===== src/rtl/bcdc_pkg.sv =====
package bcdc_pkg;
    localparam int BCD_W = 4;
    typedef logic [BCD_W-1:0] bcd_t;
    localparam bcd_t BCD_ZERO = 4'd0;
    localparam bcd_t BCD_MAX  = 4'd9;
endpackage


===== src/rtl/bcdc_edge_sync.sv =====
module bcdc_edge_sync #(
    parameter int SYNC_STAGES = 2
) (
    input  logic clk,
    input  logic rst_n,
    input  logic sig_in,
    output logic fall_o
);
    localparam int TOP = SYNC_STAGES - 1;

    typedef struct packed {
        logic [SYNC_STAGES-1:0] chain;
        logic                   last;
    } sync_state_t;

    sync_state_t cur_q, nxt_d;

    always_comb begin
        nxt_d       = cur_q;
        nxt_d.chain = {cur_q.chain[TOP-1:0], sig_in};
        nxt_d.last  = cur_q.chain[TOP];
    end

    always_ff @(posedge clk or negedge rst_n) begin
        if (!rst_n) cur_q <= '0;
        else        cur_q <= nxt_d;
    end

    assign fall_o = cur_q.last & ~cur_q.chain[TOP];


    single_event_chk: assert property (@(posedge clk) disable iff (!rst_n)
        fall_o |=> !fall_o);
endmodule


===== src/rtl/bcdc_decade.sv =====
module bcdc_decade
    import bcdc_pkg::*;
(
    input  logic clk,
    input  logic rst_n,
    input  logic clear_i,
    input  logic step_i,
    output bcd_t digit_o,
    output bcd_t digit_next_o,
    output logic nine_o
);
    typedef struct packed {
        bcd_t digit;
    } dec_state_t;

    dec_state_t cur_q, nxt_d;

    always_comb begin
        nxt_d = cur_q;
        if (clear_i) begin
            nxt_d.digit = BCD_ZERO;
        end else if (step_i) begin
            if (cur_q.digit == BCD_MAX) nxt_d.digit = BCD_ZERO;
            else                        nxt_d.digit = bcd_t'(cur_q.digit + 4'd1);
        end
    end

    always_ff @(posedge clk or negedge rst_n) begin
        if (!rst_n) cur_q <= '0;
        else        cur_q <= nxt_d;
    end

    assign digit_o      = cur_q.digit;
    assign digit_next_o = nxt_d.digit;
    assign nine_o       = (cur_q.digit == BCD_MAX);


    digit_range_chk: assert property (@(posedge clk) disable iff (!rst_n)
        digit_o <= BCD_MAX);

    roll_to_zero_chk: assert property (@(posedge clk) disable iff (!rst_n)
        (step_i && !clear_i && digit_o == BCD_MAX) |=> digit_o == BCD_ZERO);

    step_inc_chk: assert property (@(posedge clk) disable iff (!rst_n)
        (step_i && !clear_i && digit_o != BCD_MAX) |=> digit_o == bcd_t'($past(digit_o) + 4'd1));

    idle_hold_chk: assert property (@(posedge clk) disable iff (!rst_n)
        (!step_i && !clear_i) |=> $stable(digit_o));

    clear_zero_chk: assert property (@(posedge clk) disable iff (!rst_n)
        clear_i |=> digit_o == BCD_ZERO);
endmodule


===== src/rtl/bcdc_hold_stage.sv =====
module bcdc_hold_stage
    import bcdc_pkg::*;
(
    input  logic clk,
    input  logic rst_n,
    input  logic hold_i,
    input  bcd_t din_i,
    output bcd_t dout_o
);
    typedef struct packed {
        bcd_t val;
    } hold_state_t;

    hold_state_t cur_q, nxt_d;

    always_comb begin
        nxt_d = cur_q;
        if (!hold_i) nxt_d.val = din_i;
    end

    always_ff @(posedge clk or negedge rst_n) begin
        if (!rst_n) cur_q <= '0;
        else        cur_q <= nxt_d;
    end

    assign dout_o = cur_q.val;


    frozen_chk: assert property (@(posedge clk) disable iff (!rst_n)
        hold_i |=> $stable(dout_o));
endmodule


===== src/rtl/bcd_event_counter.sv =====
module bcd_event_counter
    import bcdc_pkg::*;
#(
    parameter int NUM_DIGITS  = 3,
    parameter int SYNC_STAGES = 2
) (
    input  logic                        clk,
    input  logic                        rst_n,
    input  logic                        count_in,
    input  logic                        count_dis_i,
    input  logic                        latch_en_i,
    input  logic                        mreset_i,
    output logic [BCD_W*NUM_DIGITS-1:0] digits_o,
    output logic                        overflow_o
);
    localparam int FLAT_W = BCD_W * NUM_DIGITS;

    typedef struct packed {
        logic ovf;
    } top_state_t;

    logic                  fall_evt;
    logic [NUM_DIGITS:0]   enable_chain;
    logic [NUM_DIGITS-1:0] nine_vec;
    bcd_t                  cnt_now  [NUM_DIGITS];
    bcd_t                  cnt_next [NUM_DIGITS];
    logic [FLAT_W-1:0]     cnt_flat;
    top_state_t            cur_q, nxt_d;

    bcdc_edge_sync #(.SYNC_STAGES(SYNC_STAGES)) u_sync (
        .clk    (clk),
        .rst_n  (rst_n),
        .sig_in (count_in),
        .fall_o (fall_evt)
    );

    assign enable_chain[0] = fall_evt & ~count_dis_i;

    for (genvar gi = 0; gi < NUM_DIGITS; gi++) begin : g_digit
        bcdc_decade u_decade (
            .clk          (clk),
            .rst_n        (rst_n),
            .clear_i      (mreset_i),
            .step_i       (enable_chain[gi]),
            .digit_o      (cnt_now[gi]),
            .digit_next_o (cnt_next[gi]),
            .nine_o       (nine_vec[gi])
        );

        assign enable_chain[gi+1] = enable_chain[gi] & nine_vec[gi];
        assign cnt_flat[gi*BCD_W +: BCD_W] = cnt_now[gi];

        bcdc_hold_stage u_hold (
            .clk    (clk),
            .rst_n  (rst_n),
            .hold_i (latch_en_i),
            .din_i  (cnt_next[gi]),
            .dout_o (digits_o[gi*BCD_W +: BCD_W])
        );
    end

    always_comb begin
        nxt_d     = cur_q;
        nxt_d.ovf = enable_chain[NUM_DIGITS] & ~mreset_i;
    end

    always_ff @(posedge clk or negedge rst_n) begin
        if (!rst_n) cur_q <= '0;
        else        cur_q <= nxt_d;
    end

    assign overflow_o = cur_q.ovf;


    wrap_zero_chk: assert property (@(posedge clk) disable iff (!rst_n)
        overflow_o |-> cnt_flat == '0);

    ovf_pulse_chk: assert property (@(posedge clk) disable iff (!rst_n)
        overflow_o |=> !overflow_o);

    mreset_clear_chk: assert property (@(posedge clk) disable iff (!rst_n)
        mreset_i |=> (cnt_flat == '0 && !overflow_o));

    disable_keep_chk: assert property (@(posedge clk) disable iff (!rst_n)
        (count_dis_i && !mreset_i) |=> $stable(cnt_flat));

    follow_chk: assert property (@(posedge clk) disable iff (!rst_n)
        !latch_en_i |=> digits_o == cnt_flat);
endmodule


===== config.mk =====
export PLATFORM = sky130hd
export DESIGN_NAME = bcd_event_counter
export DESIGN_NICKNAME = d
export VERILOG_FILES = /design/src/rtl/bcdc_pkg.sv /design/src/rtl/bcdc_edge_sync.sv /design/src/rtl/bcdc_decade.sv /design/src/rtl/bcdc_hold_stage.sv /design/src/rtl/bcd_event_counter.sv
export SDC_FILE = /design/constraint.sdc
export NUM_CORES = 1
export LEC_CHECK = 0
export ABC_AREA = 0
export CORE_UTILIZATION = 55
export DETAILED_ROUTE_END_ITERATION = 7
export GPL_ROUTABILITY_DRIVEN = 0
export PLACE_DENSITY_LB_ADDON = 0.05
export SETUP_SLACK_MARGIN = 0.2
export SYNTH_ARGS = -nofsm -noshare
export SYNTH_HDL_FRONTEND = slang
export SYNTH_SLANG_ARGS = --single-unit

===== constraint.sdc =====
create_clock -name clk -period 2.19 [get_ports clk]
set_input_delay 0.438 -clock clk [delete_from_list [all_inputs] [get_ports clk]]
set_output_delay 0.438 -clock clk [all_outputs]
set_load 0.01 [all_outputs]

Word level (Yosys, flattened, before mapping)
Index checks and enable logic that the tools add are counted.
Widths: inputs -> output; s select.

word-level totals
  RAM bits = 0
  word-level logic and storage cells = 33
  memories kept = 0
  flip-flop bits (word level) = 28
  input bits = 6
  bits in latches = 0
  output and inout bits = 13
  bits in read-only memories = 0

operators by class
  divide/modulo/power cells = 0
  reduce and logical (&&, ||, !) cells = 0
  equality and inequality tests = 3
  shift operators = 0
  order comparisons = 0
  add/subtract/negate cells = 3
  bitwise gates (word level) = 9
  multiplexer cells = 9
  multiply operators = 0

operators by type and width
  cell                 number
  $mux 4               9
  $add 4x1->4 const B  3
  $eq 4x4->1 const B   3
  $and 1x1->1          6
  $not 1->1            3

Depth between registers and ports, before layout
Gate-level depths: netlist (run 1).

  depth in word-level cells = 7
  gate-level depth with buffers = 5
  gate-level depth less buffers = 4

By module
Synthesis (run 1) repeated with hierarchy kept, for this count alone.

second synthesis, totals
  cells, all modules = 94
  area, all modules = 1204.9 um^2

modules (own cells, without submodules)
  module             sequential area each (um^2)  times used  area an instance (um^2)  cells each
  bcdc_decade        100.1                        3           203.9                    20
  bcdc_hold_stage    100.1                        3           145.1                    8
  bcdc_edge_sync     75.1                         1           88.8                     4
  bcd_event_counter  25.0                         1           68.8                     6

Worst setup path before layout (run 1)
OpenSTA, ideal clock, no wires.

  kind = input port to flip-flop
  start point = input count_dis_i
  end point = register g_digit[1].u_hold.cur_q (netlist bit g_digit[1].u_hold.dout_o[2])
  data arrival time = 1.352 ns
  buffers on the path = 1
  slack = 0.742 ns
  stages = 5
  data required time = 2.095 ns
  cells stage by stage = and4bb_2 buf_4 nand3_1 xor2_1 o31ai_1

between the ends
  word-level cells in the longest chain between the ends = 5

ends and longest elaborated chain
  what                  RTL line                 source
  start, declared       bcd_event_counter.sv:10  input logic count_dis_i,
  $not 1->1             bcd_event_counter.sv:37  assign enable_chain[0] = fall_evt & ~count_dis_i;
  $and 1x1->1           bcd_event_counter.sv:37
  $and 1x1->1           bcd_event_counter.sv:50  assign enable_chain[gi+1] = enable_chain[gi] & nine_vec[gi];
  $mux 4                bcdc_decade.sv:22        end else if (step_i) begin
  $mux 4                bcdc_decade.sv:20        if (clear_i) begin
  end signal, assigned  bcdc_hold_stage.sv:23    else cur_q <= nxt_d;
  end, declared         bcdc_hold_stage.sv:14    hold_state_t cur_q, nxt_d;

Every way passes these cells.
A chain may end at the register's enable or synchronous reset.

==> summary.md, run 1 <==
| Metric | Value |
|---|---|
| CP startpoint kind | `input port` |
| Max Cap Viol | `0` |
| Startpoint of the worst hold path | `u_sync.cur_q[1]` |
| CTS Hold Bufs | `0` |
| Crit Path Max Fanout | `13` |
| Period minus WS final | `1.80 ns` |
| Synth top area share | `54.7%` |
| Flop-to-flop setup slack | `0.52 ns` |
| End-of-flow core utilization | `69.1%` |
| Layout cell share with drive strength beyond 1 | `8.28%` |
| Global Route Usage Sum | `22.5%` |
| Sequential element share of the synthesized area | `54.7%` |
| Max incr delay on CP | `0.48 ns` |
| Root buf cell | `clkbuf_4` |
| WL/cell | `13.8 um` |
| CTS buffer count | `3` |
| Crit share post-route | `82.1%` |
| Mean Syn Cell Area | `10.2 um2` |
| Clock Pin Slew Worst Setup and Hold Paths | `0.14 ns` |
| H-tree Lvls | `1` |
| Worst vdd ir | `0.413 mV` |
| Sink Count | `28` |
| Worst Path Required | `2.42 ns` |
| Relative slew slack | `71.0%` |
| Slew @ Worst Pin | `0.433 ns` |
| Initial antenna violation count | `0` |
| Number of global-route vias before repair | `907` |
| Die W | `50.2 um` |
| Number of synthesized register bits | `28` |
| DRT Pass-1 Iters | `4` |
| Cells after Synth | `126` |
| Post-CTS Setup Bufs | `0` |
| Clock Latency Late Sink | `0.32 ns` |
| Commonest non-fill, non-tap cell in the layout | `dfrtp_1` |
| WL final | `2390 um` |
| GRT overflow | `0` |
| CTS tree | `done` |
| Crit path arrival time | `2.03 ns` |
| Final setup fails | `0` |
| DRT antenna net count | `0` |
| Reg2reg start | `u_sync.cur_q[2]` |
| Synthesis Warnings | `0` |
| CTS max path bufs | `2` |
| Post-DP HPWL | `1740 um` |
| Worst Path Buf+Inv | `1` |
| Diodes inserted | `0` |
| CP delay by family, top | `simple AND/OR/NAND/NOR gates` |
| Crit-path cells | `clkdlybuf4s50_1, and4bb_2, nand4_1, nor2b_1, nor3_1` |
| Die area | `2520 um2` |
| Mapped cell area | `1280 um2` |
| Vias per cell | `5.47` |
| Drt initial violations | `25` |
| CP endpoint kind | `register` |
| Area grow syn2layout | `19.4%` |
| Cts repair resizes | `0` |
| Initial Util | `57.9%` |
| Core box area | `2210 um2` |
| Most area-consuming cells after synthesis | `dfrtp_1, nand2_1, nor2_1, o21ai_0, o31ai_1` |
| Clock skew | `0.00919 ns` |
| Unrepaired setup endpoints after global routing | `no` |
| DR vias | `947` |
| CP Class | `input port to register` |
| I/O pin count | `19` |
| First-pass GRT wire length | `4230 um` |
| Cell variety after synth | `33` |
| Final Max Slew Viols | `0` |
| Min-delay worst type | `register to register` |
| Crit path launch | `count_dis_i` |
| Row count | `17` |
| Cell type with the largest total area after synthesis | `dfrtp_1` |
| Largest net degree at the start of global routing | `29` |
| Leakage | `0.641 nW` |
| PortBufs | `18` |
| Syn_nets | `132` |
| Number of nets in the layout | `152` |
| DRC viols | `0` |
| Hold Fails Final Rpt | `0` |
| Worst path slowest cell | `and4bb_2` |
| Commonest non-fill, non-tap cells in the layout | `dfrtp_1, clkdlybuf4s50_1, nand2_1` |
| Post-Route Setup TNS | `0 ns` |
| Status | `completed` |
| Peak Freq | `556 MHz` |
| Total Power | `0.818 mW` |
| Height of the die | `50.2 um` |
| Pwr per Cell Area | `535 nW/um2` |
layout make-up:
cell class	instances	area [um2]
Sequential cell	28	701
Fill cell	170	684
Multi-Input combinational cell	88	538
Timing Repair Buffer	21	203
Clock buffer	4	36.3
Tap cell	28	35.0
Inverter	4	15.0
path summary, 6_finish.rpt:
path / to / depth (start not counted)
setup / recovery: g_digit[2].u_decade.digit_o[3] / 5
hold / removal: u_sync.cur_q[2] / 0
min in group asynchronous: g_digit[1].u_decade.digit_o[1] / 2
max in group asynchronous: g_digit[2].u_hold.dout_o[0] / 2
setup reg to reg: g_digit[2].u_decade.digit_o[3] / 4
hold reg to reg: u_sync.cur_q[2] / 0
flip-flops by register name (all words and copies together) (netlist names):
name / cells
overflow_o: 1
g_digit.u_hold.dout_o: 12
g_digit.u_decade.digit_o: 12
u_sync.cur_q: 3
kinds of logic (layout without fill, tap and decap cells):
family	after synthesis	in the layout	share of synthesized area [%]
AO/OA/AOI/OAI	26	26	12.8
XOR/XNOR	5	5	3.42
buffers and inverters	10	29	3.23
flip-flops	28	28	54.7
multiplexers	2	2	1.56
AND/OR/NAND/NOR	55	55	24.2
through the flow:
| step | setup slack, ns | cells | cell area, um2 | hold slack [ns] |
|---|---|---|---|---|
| 3_5_place_dp | 0.0566 | 169 | 1490 | 0.349 |
| 3_3_place_gp | 0.157 | 169 | 1490 | 0.333 |
| 2_1_floorplan | 0.742 | 126 | 1280 | 0.142 |
| 6_report | 0.392 | 173 | 1530 | 0.376 |
| 4_1_cts | 0.439 | 173 | 1530 | 0.380 |
| 5_1_grt | 0.309 | 173 | 1530 | 0.383 |
metal layers:
| layer | track usage (%) | part of all wire [%] |
|---|---|---|
| met5 | 0 | 0 |
| met4 | 8.57 | 0.50 |
| met3 | 2.73 | 2.0 |
| met2 | 34.2 | 48 |
| met1 | 32.5 | 49 |
report_power, final:
part           internal (mW)  switching [mW]  total [mW]  leakage (nW)
clock network          0.102           0.142       0.244        0.0210
registers              0.523         0.00300       0.526         0.384
logic                 0.0191          0.0291      0.0482         0.237
Yosys cell counts:
cell	n
a221o_1	1
nor2_1	14
nor3b_1	2
nand3_1	3
nand3b_1	1
or2_2	1
nor3b_4	1
and2b_1	1
nand4_1	2
nand2b_1	1
and4bb_4	1
and3b_1	1
xnor2_1	3
inv_1	4
clkbuf_1	3
o31ai_1	6
mux2i_1	2
a2bb2oi_1	1
nand2_1	15
buf_1	2
o21ai_0	9
and4bb_2	1
dfrtp_1	28
a211oi_1	1
nand3_4	1
a21oi_1	6
xor2_1	2
nor2b_1	5
or3_1	1
o21a_1	1
nor3_1	4
buf_4	1
a32o_1	1
Power figures use the tool's default switching activity.
==> run 2, diff against run 1 <==
- CORE_UTILIZATION: 55 -> 52
- clock period: 2.19 -> 1.7 ns (I/O delays scaled with it)
==> summary.md, run 2 (synthesis results as in run 1) <==
| Metric | Value |
|---|---|
| Commonest non-fill, non-tap cells in the layout | `dfrtp_1, buf_4, nor2_1, nand2_1, dlygate4sd2_1` |
| Height of the die | `51.6 um (+2.7%)` |
| Root buf cell | `clkbuf_4` |
| Relative slew slack | `76.2% (+5.1 points)` |
| DRC viols | `0 (unchanged)` |
| Status | `completed` |
| WL final | `3020 um (+26%)` |
| CTS max path bufs | `2 (unchanged)` |
| Largest net degree at the start of global routing | `29 (unchanged)` |
| DR vias | `1062 (+12%)` |
| Unrepaired setup endpoints after global routing | `yes` |
| First-pass GRT wire length | `4720 um (+12%)` |
| CP startpoint kind | `register` |
| I/O pin count | `19 (unchanged)` |
| CTS buffer count | `3 (unchanged)` |
| Core box area | `2280 um2 (+2.9%)` |
| DR top layer | `met4` |
| DRT antenna net count | `0 (unchanged)` |
| Min-delay worst type | `input port to asynchronous set/reset pin` |
| CTS tree | `done` |
| DR WL met3 | `88 um (+83%)` |
| Area of the multi-input gates | `602 um2 (+12%)` |
| H-tree Lvls | `1 (unchanged)` |
| Slew @ Worst Pin | `0.357 ns (-0.0759 ns)` |
| Met1 wire length | `1330 um (+13%)` |
| DP Area | `1530 um2 (+2.5%)` |
| Die W | `51.6 um (+2.7%)` |
| Hold Fails Final Rpt | `0 (unchanged)` |
| Area grow syn2layout | `33.1%` |
| Final setup fails | `0 (unchanged)` |
| CP endpoint kind | `register` |
| DRT Pass-1 Iters | `4 (unchanged)` |
| Layout cell share with drive strength beyond 1 | `26.3% (+18 points)` |
| Pwr per Cell Area | `631 nW/um2 (+18%)` |
| Initial Util | `56.2% (-1.6 points)` |
| CTS Hold Bufs | `0 (unchanged)` |
| Clock Pin Slew Worst Setup and Hold Paths | `0.15 ns (about the same)` |
| Drt initial violations | `25 (unchanged)` |
| Diodes inserted | `0 (unchanged)` |
| Worst Path Required | `1.95 ns (-0.47 ns)` |
| Worst vdd ir | `0.506 mV (+22%)` |
| Sink Count | `28 (unchanged)` |
| Clock skew | `0.00283 ns (-0.00636 ns)` |
| PortBufs | `18 (unchanged)` |
| GRT overflow | `0 (unchanged)` |
| CP Class | `register to register` |
| Crit share post-route | `92.9%` |
| Commonest non-fill, non-tap cell in the layout | `dfrtp_1` |
| Max Cap Viol | `0 (unchanged)` |
| Design area | `1700 um2 (+12%)` |
| Global Route Usage Sum | `24.3% (+1.8 points)` |
| Clock Latency Late Sink | `0.33 ns (about the same)` |
| Crit Path Max Fanout | `6 (-7)` |
| Row count | `17 (unchanged)` |
| Vias per cell | `5.65 (+3.2%)` |
| Met2 Wirelength | `1540 um (+34%)` |
| Crit path arrival time | `1.83 ns (-0.20 ns)` |
| Number of nets in the layout | `167 (+9.9%)` |
| Leakage | `0.812 nW (+27%)` |
| Register area | `706 um2 (+0.71%)` |
| Number of global-route vias before repair | `1005 (+11%)` |
| Period minus WS final | `1.58 ns` |
| Post-DP HPWL | `1870 um (+7.7%)` |
| WL/cell | `16.1 um (+16%)` |
| Final Hold Slack | `0.361 ns (-0.0143 ns)` |
| Die area | `2660 um2 (+5.5%)` |
| FILL cells | `153 (-10%)` |
| Peak Freq | `633 MHz` |
| Initial antenna violation count | `0 (unchanged)` |
| Final Max Slew Viols | `0 (unchanged)` |
## run 2: path summary, 6_finish.rpt
kind | startpoint | endpoint | slack (ns) | cells past startpoint
setup / recovery | u_sync.cur_q[2] | g_digit[2].u_hold.dout_o[0] | 0.12 | 4
hold / removal | rst_n | g_digit[1].u_decade.digit_o[3] | 0.36 | 2
setup reg to reg | u_sync.cur_q[2] | g_digit[2].u_hold.dout_o[0] | 0.12 | 4
hold reg to reg | u_sync.cur_q[1] | u_sync.cur_q[2] | 0.37 | 0
max in group asynchronous | rst_n | g_digit[1].u_decade.digit_o[2] | 1.05 | 2
min in group clk | u_sync.cur_q[1] | u_sync.cur_q[2] | 0.37 | 0
## run 2: report_power, final
part           switching [mW]  internal [mW]  total [mW]  leakage [nW]
clock network           0.196          0.131       0.327        0.0210
registers             0.00349          0.673       0.677         0.377
logic                  0.0417         0.0297      0.0714         0.415
## run 2: per-layer routing
metal	GRT usage, %	vias to the layer above
met5	0	-
met2	41.8	24
met1	31.5	528
li1	-	502
met4	7.66	0
met3	3.51	8
## run 2: timing repair
item | 4_1_cts | 5_1_grt
pin swaps | 7 | 14
gates cloned | 0 | 0
resized for setup | 20 | 15
setup endpoints to repair | 22 | 12
buffers inserted | 6 | 4
## run 2: worst max-delay path: stages (launching register included)
cell and delay [ns]:
dfrtp_1 0.40, and4bb_4 0.39, nand4_1 0.28, xnor2_2 0.23
o31ai_1 0.20
## run 2: cell type report
type                            instances  area share, %
Sequential cell                        28           41.4
Tap cell                               28           2.06
Multi-Input combinational cell         88           35.3
Inverter                                4          0.881
Timing Repair Buffer                   36           18.2
Clock buffer                            4           2.13
## run 2: per-stage QoR
step	worst slack, ns	setup TNS [ns]	power, mW	util [%]	cells
floorplan	0.281	0	0.714	-	126
global placement	-0.196	-2.22	0.756	67.2	174
detailed placement	-0.267	-3.16	0.757	67.2	174
CTS	0.189	0	1.08	70.8	184
global route	0.0631	0	1.11	74.9	188
finish	0.120	0	1.08	74.9	188
==> run 3, diff against run 2 <==
- CORE_MARGIN: not set -> 5
- clock period: 1.7 -> 1.8 ns (I/O delays scaled with it)
==> summary.md, run 3 (synthesis results as in run 1) <==
| Metric | Value |
|---|---|
| Vias per cell | `5.46 (-3.4%)` |
| Worst vdd ir | `0.550 mV (+8.7%)` |
| CP delay by family, top | `simple AND/OR/NAND/NOR gates` |
| Largest net degree at the start of global routing | `29 (unchanged)` |
| Period minus WS final | `1.57 ns` |
| Peak Freq | `636 MHz` |
| Hold Fails Final Rpt | `0 (unchanged)` |
| Row count | `18 (+1)` |
| CP Class | `input port to register` |
| CP endpoint kind | `register` |
| Final Max Slew Viols | `0 (unchanged)` |
| Core box area | `2410 um2 (+5.9%)` |
| Worst Path Buf+Inv | `1 (+1)` |
| Min-delay worst type | `input port to asynchronous set/reset pin` |
| WL final | `2670 um (-12%)` |
| CTS Hold Bufs | `0 (unchanged)` |
| First-pass GRT wire length | `4630 um (-1.9%)` |
| Crit Path Max Fanout | `8 (+2)` |
| Crit share post-route | `87.4%` |
| DRT Pass-1 Iters | `4 (unchanged)` |
| CTS tree | `done` |
| Clock Latency Late Sink | `0.33 ns (about the same)` |
| Die area | `3550 um2 (+33%)` |
| Worst Path Required | `2.06 ns (+0.11 ns)` |
| Leakage | `0.759 nW (-6.5%)` |
| Final Hold Slack | `0.368 ns (+0.00692 ns)` |
| Sink Count | `28 (unchanged)` |
| Commonest non-fill, non-tap cell in the layout | `dfrtp_1` |
| PortBufs | `18 (unchanged)` |
| Number of global-route vias before repair | `1035 (+3.0%)` |
| Status | `completed` |
| Pwr per Cell Area | `700 nW/um2 (+11%)` |
| Unrepaired setup endpoints after global routing | `no` |
| CTS max path bufs | `2 (unchanged)` |
| Global Route Usage Sum | `17.2% (-7.1 points)` |
| Crit path arrival time | `1.83 ns (about the same)` |
| Height of the die | `59.6 um (+15%)` |
| Max Cap Viol | `0 (unchanged)` |
| Worst path slowest cell | `clkdlybuf4s50_1` |
| Post-DP HPWL | `1880 um (+0.29%)` |
| Layout cell share with drive strength beyond 1 | `13.8% (-12 points)` |
| DR vias | `993 (-6.5%)` |
| Area grow syn2layout | `24.7%` |
| Initial antenna violation count | `0 (unchanged)` |
| WL/cell | `14.6 um (-8.9%)` |
| Final setup fails | `0 (unchanged)` |
| Relative slew slack | `77.0% (+0.78 points)` |
| Commonest non-fill, non-tap cells in the layout | `dfrtp_1, nand2_1, nor2_1` |
| H-tree Lvls | `1 (unchanged)` |
| Crit-path cells | `clkdlybuf4s50_1, and4bb_4, nand4_1, nor2b_1, o31ai_1` |
| CP startpoint kind | `input port` |
| DRC viols | `0 (unchanged)` |
| Die W | `59.6 um (+15%)` |
| CTS buffer count | `3 (unchanged)` |
| Clock Pin Slew Worst Setup and Hold Paths | `0.16 ns (about the same)` |
| I/O pin count | `19 (unchanged)` |
| Diodes inserted | `0 (unchanged)` |
| GRT overflow | `0 (unchanged)` |
| Number of nets in the layout | `159 (-4.8%)` |
| Post-Route Setup TNS | `0 ns (unchanged)` |
| Clock skew | `0.0137 ns (+0.0108 ns)` |
| End-of-flow core utilization | `66.3% (-8.6 points)` |
| Root buf cell | `clkbuf_4` |
| Pre-CTS WS | `-0.135 ns (+0.132 ns)` |
| Final worst slack | `0.227 ns (+0.107 ns)` |
| Drt initial violations | `30 (+20%)` |
| Slew @ Worst Pin | `0.346 ns (-0.0117 ns)` |
| DRT antenna net count | `0 (unchanged)` |
| Initial Util | `53.1% (-3.1 points)` |
| Max incr delay on CP | `0.42 ns (+0.02 ns)` |
| Flop-to-flop setup slack | `0.25 ns (+0.13 ns)` |
==> run 3: final timing paths <==
check                                 from                             end  cells after the start
setup / recovery               count_dis_i     g_digit[2].u_hold.dout_o[3]                      5
hold / removal                       rst_n  g_digit[2].u_decade.digit_o[0]                      2
setup reg to reg           u_sync.cur_q[2]     g_digit[2].u_hold.dout_o[3]                      4
hold reg to reg            u_sync.cur_q[1]                 u_sync.cur_q[2]                      0
max in group asynchronous            rst_n  g_digit[0].u_decade.digit_o[1]                      2
min in group clk           u_sync.cur_q[1]                 u_sync.cur_q[2]                      0
==> run 3: through the flow <==
stage,instances,cell area [um2],total power [mW]
CTS,182,1580,1.12
global placement,177,1540,0.717
floorplan,126,1280,0.675
detailed placement,177,1540,0.718
global route,182,1600,1.16
finish,182,1600,1.12
==> run 3: power by group <==
part	switching (mW)	leakage [nW]	total, mW	internal, mW
logic	0.0376	0.350	0.0645	0.0269
clock network	0.187	0.0279	0.412	0.225
registers	0.00397	0.382	0.640	0.636
==> run 3: timing repair <==
| action | CTS | global route |
|---|---|---|
| pin swaps | 0 | 2 |
| buffers inserted | 1 | 0 |
| resized for setup | 12 | 5 |
| endpoints found under the setup margin | 12 | 8 |
| gates cloned | 0 | 0 |
==> run 3: final cells by class <==
type | instances | area [um2]
well taps | 30 | 37.5
inverters | 4 | 15.0
repair buffers | 28 | 243
multi-input cells | 88 | 547
flip-flops and latches | 28 | 702
clock buffers | 3 | 22.5
fillers | 205 | 813
clock inverters | 1 | 30.0
==> run 3: worst register-to-register path: stages (launching register included) <==
cell      delay [ns]
dfrtp_1         0.42
and4bb_4        0.42
nand4_1         0.21
nor2b_1         0.22
o31ai_1         0.23
==> run 3: routing by layer <==
layer | part of all wire [%] | track usage (%) | routed length (um) | up-vias
li1 | - | - | - | 483
met5 | 0 | 0 | 0 | -
met4 | 2.1 | 7.91 | 56 | 0
met2 | 48 | 26.8 | 1270 | 23
met1 | 46 | 23.2 | 1230 | 481
met3 | 4.1 | 3.05 | 108 | 6
